**config.mk**
```make
export PLATFORM = sky130hd
export DESIGN_NAME = card_irq_ctrl
export DESIGN_NICKNAME = d
export VERILOG_FILES = /design/src/rtl/card_irq_pkg.sv /design/src/rtl/slot_pull_reg.sv /design/src/rtl/irq_ctl_regs.sv /design/src/rtl/slot_irq_gate.sv /design/src/rtl/card_irq_ctrl.sv
export SDC_FILE = /design/constraint.sdc
export NUM_CORES = 1
export LEC_CHECK = 0
export CELL_PAD_IN_SITES_DETAIL_PLACEMENT = 1
export CELL_PAD_IN_SITES_GLOBAL_PLACEMENT = 1
export CORE_ASPECT_RATIO = 1.2
export CORE_MARGIN = 10
export CORE_UTILIZATION = 29
export DETAILED_ROUTE_END_ITERATION = 8
export HOLD_SLACK_MARGIN = 0.03
export PLACE_DENSITY_LB_ADDON = 0.05
export SYNTH_ARGS = -nofsm -noshare
export SYNTH_HDL_FRONTEND = slang
export SYNTH_SLANG_ARGS = --single-unit
```
**constraint.sdc**
```tcl
create_clock -name clk_i -period 1.4 [get_ports clk_i]
set_input_delay 0.35 -clock clk_i [delete_from_list [all_inputs] [get_ports clk_i]]
set_output_delay 0.35 -clock clk_i [all_outputs]
set_load 0.05 [all_outputs]
```
**src/rtl/card_irq_pkg.sv**
```systemverilog
package card_irq_pkg;
  localparam int unsigned SLOTS = 2;
  localparam int unsigned LINES = 5;
  localparam int unsigned ADDR_W = 3;
endpackage

```
**src/rtl/slot_pull_reg.sv**
```systemverilog
module slot_pull_reg #(
  parameter int unsigned NLINE = 5,
  localparam int unsigned DW = 2 * NLINE
) (
  input  logic             clk_i,
  input  logic             rst_ni,
  input  logic             wr_i,
  input  logic [DW-1:0]    wdata_i,
  output logic [NLINE-1:0] en_o,
  output logic [NLINE-1:0] up_o
);
  always_ff @(posedge clk_i or negedge rst_ni) begin
    if (!rst_ni) begin
      en_o <= '0;
      up_o <= '0;
    end else if (wr_i) begin
      en_o <= wdata_i[NLINE-1:0];
      up_o <= wdata_i[DW-1:NLINE];
    end
  end
endmodule

```
**src/rtl/irq_ctl_regs.sv**
```systemverilog
module irq_ctl_regs #(
  parameter int unsigned NSLOT = 2
) (
  input  logic             clk_i,
  input  logic             rst_ni,
  input  logic             wr_ien_i,
  input  logic             wr_msk_i,
  input  logic [NSLOT-1:0] wdata_i,
  output logic [NSLOT-1:0] ien_o,
  output logic [NSLOT-1:0] msk_o
);
  always_ff @(posedge clk_i or negedge rst_ni) begin
    if (!rst_ni) begin
      ien_o <= '0;
      msk_o <= '1;
    end else begin
      if (wr_ien_i) ien_o <= wdata_i;
      if (wr_msk_i) msk_o <= wdata_i;
    end
  end
endmodule

```
**src/rtl/slot_irq_gate.sv**
```systemverilog
// Level-sensitive, unclocked status gate for one slot.
module slot_irq_gate (
  input  logic ien_i,
  input  logic pwr_i,
  input  logic sel_i,
  input  logic dat1_i,
  input  logic msk_i,
  output logic stat_o,
  output logic req_o
);
  always_comb begin
    stat_o = ien_i & pwr_i & ~sel_i & ~dat1_i;
    req_o  = stat_o & ~msk_i;
  end
endmodule

```
**src/rtl/card_irq_ctrl.sv**
```systemverilog
module card_irq_ctrl
  import card_irq_pkg::*;
#(
  parameter int unsigned NSLOT = SLOTS,
  parameter int unsigned NLINE = LINES,
  parameter int unsigned AW    = ADDR_W,
  localparam int unsigned DW   = 2 * NLINE,
  localparam int unsigned PW   = NSLOT * NLINE
) (
  input  logic             clk_i,
  input  logic             rst_ni,
  input  logic             we_i,
  input  logic [AW-1:0]    addr_i,
  input  logic [DW-1:0]    wdata_i,
  output logic [DW-1:0]    rdata_o,
  input  logic [NSLOT-1:0] pwr_i,
  input  logic [NSLOT-1:0] sel_i,
  input  logic [NSLOT-1:0] dat1_i,
  output logic [PW-1:0]    pull_en_o,
  output logic [PW-1:0]    pull_up_o,
  output logic             irq_o
);
  localparam logic [AW-1:0] OFS_IEN = AW'(NSLOT);
  localparam logic [AW-1:0] OFS_RAW = AW'(NSLOT + 1);
  localparam logic [AW-1:0] OFS_MSK = AW'(NSLOT + 2);
  localparam logic [AW-1:0] OFS_OUT = AW'(NSLOT + 3);

  logic [NSLOT-1:0] ien_q, msk_q, stat, req;

  irq_ctl_regs #(.NSLOT(NSLOT)) u_ctl (
    .clk_i    (clk_i),
    .rst_ni   (rst_ni),
    .wr_ien_i (we_i && addr_i == OFS_IEN),
    .wr_msk_i (we_i && addr_i == OFS_MSK),
    .wdata_i  (wdata_i[NSLOT-1:0]),
    .ien_o    (ien_q),
    .msk_o    (msk_q)
  );

  for (genvar s = 0; s < NSLOT; s++) begin : g_slot
    slot_pull_reg #(.NLINE(NLINE)) u_pull (
      .clk_i   (clk_i),
      .rst_ni  (rst_ni),
      .wr_i    (we_i && addr_i == AW'(s)),
      .wdata_i (wdata_i),
      .en_o    (pull_en_o[s*NLINE +: NLINE]),
      .up_o    (pull_up_o[s*NLINE +: NLINE])
    );

    slot_irq_gate u_gate (
      .ien_i  (ien_q[s]),
      .pwr_i  (pwr_i[s]),
      .sel_i  (sel_i[s]),
      .dat1_i (dat1_i[s]),
      .msk_i  (msk_q[s]),
      .stat_o (stat[s]),
      .req_o  (req[s])
    );
  end

  assign irq_o = |req;

  always_comb begin
    rdata_o = '0;
    for (int s = 0; s < NSLOT; s++) begin
      if (addr_i == AW'(s))
        rdata_o = {pull_up_o[s*NLINE +: NLINE], pull_en_o[s*NLINE +: NLINE]};
    end
    unique case (addr_i)
      OFS_IEN: rdata_o[NSLOT-1:0] = ien_q;
      OFS_RAW: rdata_o[NSLOT-1:0] = dat1_i;
      OFS_MSK: rdata_o[NSLOT-1:0] = msk_q;
      OFS_OUT: rdata_o[NSLOT-1:0] = stat;
      default: ;
    endcase
  end
endmodule

```
Yosys cells after proc, flatten, opt, wreduce, memory -nomap -nowiden
Index checks and enable logic that the tools add are counted.

cells by class
  equal/unequal tests = 5
  mux-type cells = 3
  bitwise logic cells = 14
  reduce and logical (&&, ||, !) cells = 6

operator list
  operator                                       number
  2-to-1 mux 10 bit                              2
  bitwise AND 1 bit                              8
  case mux 2 bit (4 select lines)                1
  == test 3 x 2 -> 1 bit, second input constant  2
  == test 3 bit, second input constant           2
  inverter 1 bit                                 6
  logical AND 1 bit                              4
  == test 3 x 1 -> 1 bit, second input constant  1
  logical NOT 3 bit                              1
  OR reduction 2 bit                             1

storage, ports and cells
  bits in registers = 24
  input port bits = 22
  output and inout bits = 31

Logic depth before layout (Yosys ltp)
Gate-level depths: netlist of the first run.

  depth in word-level cells = 5
  depth in mapped cells = 4
  mapped depth without buffers = 3

By module
A second synthesis of the first run with hierarchy kept.

second synthesis, totals
  cell total of the unflattened synthesis = 95
  area total of the unflattened synthesis = 1303.8 um^2

modules (own cells, without submodules)
  module         times used  cells an instance  area each (um^2)  seq. area each (um^2)
  slot_pull_reg  2           21                 411.6             250.2
  card_irq_ctrl  1           39                 290.3             0.0
  irq_ctl_regs   1           8                  147.6             102.6
  slot_irq_gate  2           3                  21.3              0.0

Worst setup path before layout of the first run
Ideal clock, no wire load.

  path kind = register to output
  from = register g_slot[1].u_pull.en_o[0]
  to = output port rdata_o[0]
  data arrival time = 1.728 ns
  required time = 1.050 ns
  path slack = -0.678 ns
  stages on the path, launching flop included = 4
  path buffers = 0
  path through = dfrtp_1 mux2_2 o21ai_0 a31oi_1

between the ends
  word-level cells in the longest chain between the ends = 2

ends and longest elaborated chain
  what                             RTL line             source
  from (decl)                      slot_pull_reg.sv:9   output logic [NLINE-1:0] en_o,
  from (signal assigned)           slot_pull_reg.sv:17  en_o <= wdata_i[NLINE-1:0];
  2-to-1 mux 10 bit                card_irq_ctrl.sv:66  if (addr_i == AW'(s))
  case mux 2 bit (4 select lines)  card_irq_ctrl.sv:69  unique case (addr_i)
  to (decl)                        card_irq_ctrl.sv:15  output logic [DW-1:0] rdata_o,

No other way between the ends.

Final worst setup path of the first run
  from = register u_ctl.ien_o[1]
  to = output port rdata_o[1]

between the ends
  word-level cells in the longest chain between the ends = 4

ends and longest elaborated chain
  what                                 RTL line             source
  from (decl)                          irq_ctl_regs.sv:9    output logic [NSLOT-1:0] ien_o,
  from (signal assigned)               irq_ctl_regs.sv:17   if (wr_ien_i) ien_o <= wdata_i;
  bitwise AND 1 bit (3 in series)      slot_irq_gate.sv:12  stat_o = ien_i & pwr_i & ~sel_i & ~dat1_i;
  case mux 2 bit (4 select lines) (*)  card_irq_ctrl.sv:69

Mark *: on every way between the ends. The rest lies on a longest branch, timed or not.

==> out/qor.yml, run 1 <==
outcome:
  status: "finished with violations"
  violations: "negative setup slack"
global_route:
  grt_usage_pct: 15.9
  grt_max_degree: 25
  grt_util_met1_pct: 15.3
  groute.layer.met2.usage_pct: 30.7
  grt_pass1_wl_mm: 8.94
  grt_overflow: 0
  met3_usage_pct: 3.85
  grt_pass1_vias: 1457
  grt_antenna_before_repair: 0
  top_usage_layer: "met2"
worst_setup_path:
  worst-path-buf-inv: 2
  critPathCapture: "rdata_o[1]"
  crit_path_max_fanout: 2
  ff2ff_setup_slack_ps: 340
  worstPathArrival_ps: 1490
  cp-start-kind: "register"
  startpoint: "u_ctl.ien_o[1]"
  r2r_cells: 3
  worst_ep_required_time_ps: 1050
  crit_type: "reg -> out"
  slowest_stage: "dfrtp_1"
  r2r_end: "u_ctl.ien_o[0]"
  rr_startpoint: "u_ctl.ien_o[0]"
  max_stage_delay_ps: 400
  endpoint_kind: "primary output"
  cp_cell_sequence: "buf_6 -> nor2b_4 -> o22ai_2 -> a31oi_4 -> buf_12"
  crit_cells: 5
  path_delay_family: "flip-flops"
sta:
  final.min_clock_period_ps: 1840
  max_slew_margin_pct: 79.3
  rsz0062_at_grt: "yes"
  worst_slack_ps: -440
  finalCritPeriodShare_pct: 131
  maxSlewViolCount: 0
  timing.fmax_mhz: 544
  hold_viol: 0
  setup_viol: 15
  whs_ps: 443
  tightest_slew_ps: 311
  finClkSkew_ps: 0
power:
  fin_total_pwr_mw: 3.81
  p_leak_nw: 1.24
  ir_drop_mv: 1.06
  power_density_nw_per_um2: 1280
cts:
  clock_path_buffers: 2
  clock_latency_ps: 270
  cts.clk_slew.worst_paths_ps: 90
  htree_levels: 1
  root_buffer: "clkbuf_8"
  cts_buffers: 3
  clock-sinks: 24
  tritoncts: "built"
  holdBufCountCts: 0
logic_synthesis:
  yosys_warnings: 0
  avgSynthCellArea_um2: 12.3
  netlist.area_leader.share_pct: 44.6
  syn-cell-area_um2: 1230
  ys_ff_latch: 24
  netlist_instances: 100
  ys_top_cells_by_area: "dfrtp_1, mux2_2, mux2i_1"
  synth_area_leader_cell: "dfrtp_1"
  yosysSeqAreaShare_pct: 48.9
  synth.distinct_cells: 20
  synth_fp_nets: 122
placement:
  finalWeightedCongestion: 0.751
  dpl_cell_area_um2: 2510
  dpl.hpwl_mm: 3.52
  portBuffers: 52
cells_and_area:
  n_fill_cell: 333
  post-route-util_pct: 73.9
  drive_gt1_share_pct: 86.6
  finalNetCount: 210
  regArea_um2: 628
  design_area_um2: 2980
  num_antenna_cells: 0
  multi_input_area_um2: 1010
  area_delta_synth_final_pct: 142
die:
  die_y_um: 91.5
  core_area_um2: 4040
  die_w_um: 79.5
  row_count: 25
  die_area_um2: 7270
  start_util_pct: 30.6
  pin_count: 53
routing:
  wl_per_cell_um: 26.8
  drtIter0Drc: 49
  drc: 0
  drtPass1Iterations: 4
  ant_nets: 0
  vias_per_cell: 4.95
  wirelength_mm: 6.45
  via_count: 1194
run:
  drv_cap: 0
min_path:
  hp-class: "in -> async"
## repair_timing
action | 4_1_cts | 5_1_grt
gates cloned | 3 | 0
pin swaps | 13 | 13
setup endpoints to repair | 35 | 17
endpoints found under the hold margin | 0 | 0
buffers inserted | 9 | 5
gates resized for setup | 65 | 19
## cell usage in the layout, fill, tap and decap left out
cell             instances
mux2_4                  11
o22ai_2                  2
clkdlybuf4s15_1          2
a31oi_4                  2
or2b_1                   1
nor4bb_4                 2
o21ai_4                  2
nor2b_2                  2
nand3_2                  4
mux2i_4                  8
buf_4                   19
nand2b_1                 1
or2_4                    1
nor2b_4                  4
buf_6                    5
nand2b_4                 1
nand2_8                  1
dlygate4sd2_1            3
clkdlybuf4s15_2          1
dfrtp_2                 20
nor2_8                   2
inv_1                    2
nand2_1                  1
clkdlybuf4s50_1         11
mux2_2                  15
bufbuf_16                1
clkbuf_8                 4
nor2_4                  10
nor2_1                   2
dfrtp_1                  2
buf_12                  38
a22o_4                   1
dfstp_2                  2
buf_8                    3
clkbuf_2                 1
## how the worst min path moves through the flow
stage / from / slack [ps] / to / cells past startpoint
finish: rst_ni / 440 / g_slot[1].u_pull.en_o[4] / 2
detailed placement: u_ctl.ien_o[1] / 530 / u_ctl.ien_o[1] / 1
global placement: u_ctl.ien_o[1] / 530 / u_ctl.ien_o[1] / 1
floorplan: rst_ni / 50 / g_slot[0].u_pull.en_o[0] / 0
global route: rst_ni / 460 / g_slot[1].u_pull.up_o[2] / 2
CTS: rst_ni / 430 / g_slot[0].u_pull.en_o[4] / 2
## state kept, by name, indices dropped and copies added (netlist names)
| signal | count |
|---|---|
| g_slot.u_pull.en_o | 10 |
| u_ctl.msk_o | 2 |
| g_slot.u_pull.up_o | 10 |
| u_ctl.ien_o | 2 |
## routing by layer
metal | wire length [um] | part of all wire (%) | up-vias
met3 | 281 | 4.4 | 12
met4 | 191 | 3.0 | 0
met5 | 0 | 0 | -
met1 | 2270 | 35 | 607
met2 | 3700 | 57 | 40
li1 | - | - | 535
## final cells by class
| cell class | count | share of cell area (%) |
|---|---|---|
| repair buffers | 84 | 40.6 |
| multi-input cells | 73 | 34.0 |
| flip-flops and latches | 24 | 21.1 |
| well taps | 54 | 2.27 |
| clock buffers | 4 | 1.85 |
| inverters | 2 | 0.252 |
## stage by stage
step	cells	worst slack, ps	setup TNS (ps)
6_report	241	-440	-2620
5_1_grt	241	-468	-2930
4_1_cts	237	-443	-2640
3_5_place_dp	221	-713	-20850
3_3_place_gp	221	-648	-20110
2_1_floorplan	100	-88.8	-464
## report_power, final
part	switching (mW)	total [mW]	internal [mW]	leakage, nW
sequential	0.249	1.13	0.881	0.263
combinational	1.04	2.20	1.16	0.952
clock	0.231	0.482	0.251	0.0288
total	1.52	3.81	2.29	1.24
## cell families (layout without fill, tap and decap cells)
group,after synthesis,after routing,share of synthesized area (%)
muxes,34,34,30.2
and+or+nand+nor,30,32,15.5
DFF,24,24,48.9
AOI/OAI and AO/OA,7,7,3.55
buffers and inverters,5,90,1.83
## Yosys cell counts
cell,count
a22o_1,1
or2_4,1
dfstp_2,2
o21ai_0,2
nand2_1,2
dfrtp_1,22
nor2_1,10
buf_2,3
nor4bb_1,2
inv_1,2
a31oi_1,2
mux2_2,24
nor2_8,2
or2b_1,1
nand2b_1,2
o22ai_1,2
nand3_1,4
mux2_1,2
mux2i_1,8
nor2b_1,6
Note: power is estimated with default switching activity, not from simulation.
==> inputs of run 2 (changes only) <==
Settings changed: PLACE_DENSITY set to 0.77, PLACE_DENSITY_LB_ADDON 0.05 to not set.
==> run 2 against run 1 <==
Net effect:
- sequential power about the same
- die area unchanged
- largest cell class unchanged
- via count decreased by 3.0%
- cell count decreased by 1.2%
- largest power group unchanged
- the flow still finishes with violations (negative setup slack)
- sequential share of layout area increased by 0.32 points
- worst hold slack improved by 4.8 ps
- worst setup slack improved by 6.2 ps
- combinational power decreased by 3%
- final area decreased by 1.5%
- critical endpoint unchanged
- fmax increased by 0.34%
==> out/qor.yml, run 2 (synthesis results as in run 1) <==
outcome:
  status: "finished with violations"
  violations: "negative setup slack"
global_route:
  grt_usage_pct: 15.1  # -0.85 points
  grt_max_degree: 25  # unchanged
  groute.layer.met2.usage_pct: 29.9  # -0.74 points
  met3_usage_pct: 4.34  # +0.49 points
  grt_pass1_vias: 1353  # -7.1%
  top_usage_layer: "met2"
  grt_pass1_wl_mm: 8.47  # -5.3%
  grt_util_met1_pct: 14.9  # -0.34 points
  grt_antenna_before_repair: 0  # unchanged
  grt_overflow: 0  # unchanged
placement:
  place_ws_ps: -722  # -8.12 ps
  placed_cells: 219  # -0.90%
  finalWeightedCongestion: 0.778  # +3.6%
  dpl_cell_area_um2: 2490  # -1.1%
  dpl.hpwl_mm: 3.72  # +5.7%
  portBuffers: 52  # unchanged
power:
  power_density_nw_per_um2: 1270  # -0.34%
  p_leak_nw: 1.21  # -2.3%
  ir_drop_mv: 1.00  # -5.0%
  fin_total_pwr_mw: 3.74  # -1.8%
routing:
  wirelength_mm: 5.92  # -8.2%
  drtPass1Iterations: 4  # unchanged
  wl_per_cell_um: 24.9  # -7.1%
  vias_per_cell: 4.87  # -1.8%
  drtIter0Drc: 32  # -35%
  drc: 0  # unchanged
  ant_nets: 0  # unchanged
  via_count: 1158  # -3.0%
worst_setup_path:
  crit_path_max_fanout: 2  # unchanged
  rr_startpoint: "u_ctl.ien_o[1]"
  worst_ep_required_time_ps: 1050  # about the same
  r2r_cells: 2  # -1
  worstPathArrival_ps: 1480  # about the same
  ff2ff_setup_slack_ps: 440  # +100 ps
  cp-start-kind: "register"
  endpoint_kind: "primary output"
  crit_type: "reg -> out"
  r2r_end: "u_ctl.ien_o[1]"
die:
  die_area_um2: 7270  # unchanged
  row_count: 25  # unchanged
  die_y_um: 91.5  # unchanged
  core_area_um2: 4040  # unchanged
  die_w_um: 79.5  # unchanged
  pin_count: 53  # unchanged
  start_util_pct: 30.6  # unchanged
cts:
  tritoncts: "built"
  clock-sinks: 24  # unchanged
  root_buffer: "clkbuf_8"
  htree_levels: 1  # unchanged
  holdBufCountCts: 0  # unchanged
  clock_latency_ps: 270  # about the same
  cts.clk_slew.worst_paths_ps: 90  # about the same
  clock_path_buffers: 2  # unchanged
  cts_buffers: 3  # unchanged
sta:
  timing.fmax_mhz: 545  # +0.34%
  hold_viol: 0  # unchanged
  final.min_clock_period_ps: 1830  # -6.22 ps
  maxSlewViolCount: 0  # unchanged
  setup_tns_ps: -3070  # -450 ps
  finalCritPeriodShare_pct: 131  # -0.44 points
  worst_slack_ps: -433  # +6.22 ps
  setup_viol: 12  # -3
  rsz0062_at_grt: "yes"
  tightest_slew_ps: 289  # -21.4 ps
  whs_ps: 447  # +4.82 ps
  max_slew_margin_pct: 80.7  # +1.4 points
  finClkSkew_ps: 0  # unchanged
cells_and_area:
  post-route-util_pct: 72.8  # -1.1 points
  final_cell_count_no_fill: 238  # -1.2%
  drive_gt1_share_pct: 85.9  # -0.76 points
  layout_commonest_cell: "buf_12"
  top_regs: "g_slot.u_pull.en_o (10), g_slot.u_pull.up_o (10)"
  finalNetCount: 207  # -1.4%
  layout_common_cells: "buf_12, dfrtp_2, mux2_2"
  num_antenna_cells: 0  # unchanged
  area_delta_synth_final_pct: 138
  design_area_um2: 2940  # -1.5%
min_path:
  hp-class: "in -> async"
run:
  drv_cap: 0  # unchanged
-- run 2: how the worst max path moves through the flow --
stage,cells past startpoint,to,slack (ps),start
2_1_floorplan,3,rdata_o[0],-90,g_slot[0].u_pull.en_o[0]
3_3_place_gp,6,rdata_o[1],-650,addr_i[0]
3_5_place_dp,5,rdata_o[1],-720,addr_i[1]
4_1_cts,4,rdata_o[1],-420,u_ctl.ien_o[1]
5_1_grt,4,rdata_o[1],-480,u_ctl.ien_o[1]
6_report,4,rdata_o[1],-430,u_ctl.ien_o[1]
-- run 2: critical path, stage by stage (launching register included) --
cell	delay (ps)
dfrtp_1	410
nor4bb_4	290
nand3_2	160
a31oi_4	190
buf_12	160
-- run 2: area by class of cell --
type / count / area [um2]
Clock buffer: 4 / 55.1
Fill cell: 325 / 1100
Inverter: 2 / 7.51
Multi-Input combinational cell: 73 / 986
Sequential cell: 24 / 628
Tap cell: 54 / 67.6
Timing Repair Buffer: 81 / 1190
-- run 2: power by group --
group	internal [mW]	leakage, nW	total (mW)	switching [mW]
logic	1.12	0.923	2.13	1.01
registers	0.881	0.263	1.13	0.249
clock network	0.252	0.0288	0.483	0.231
-- run 2: metal layers --
layer  share of wire [%]  wire length, um
met5                   0                0
met4                 1.4               82
met3                 5.3              315
met2                  60             3520
met1                  34             2000
-- run 2: timing repair --
action                                  CTS  global route
endpoints found under the setup margin   35            14
gates cloned                              3             0
resized for setup                        67            13
buffers inserted                          4             9
pin swaps                                14            15
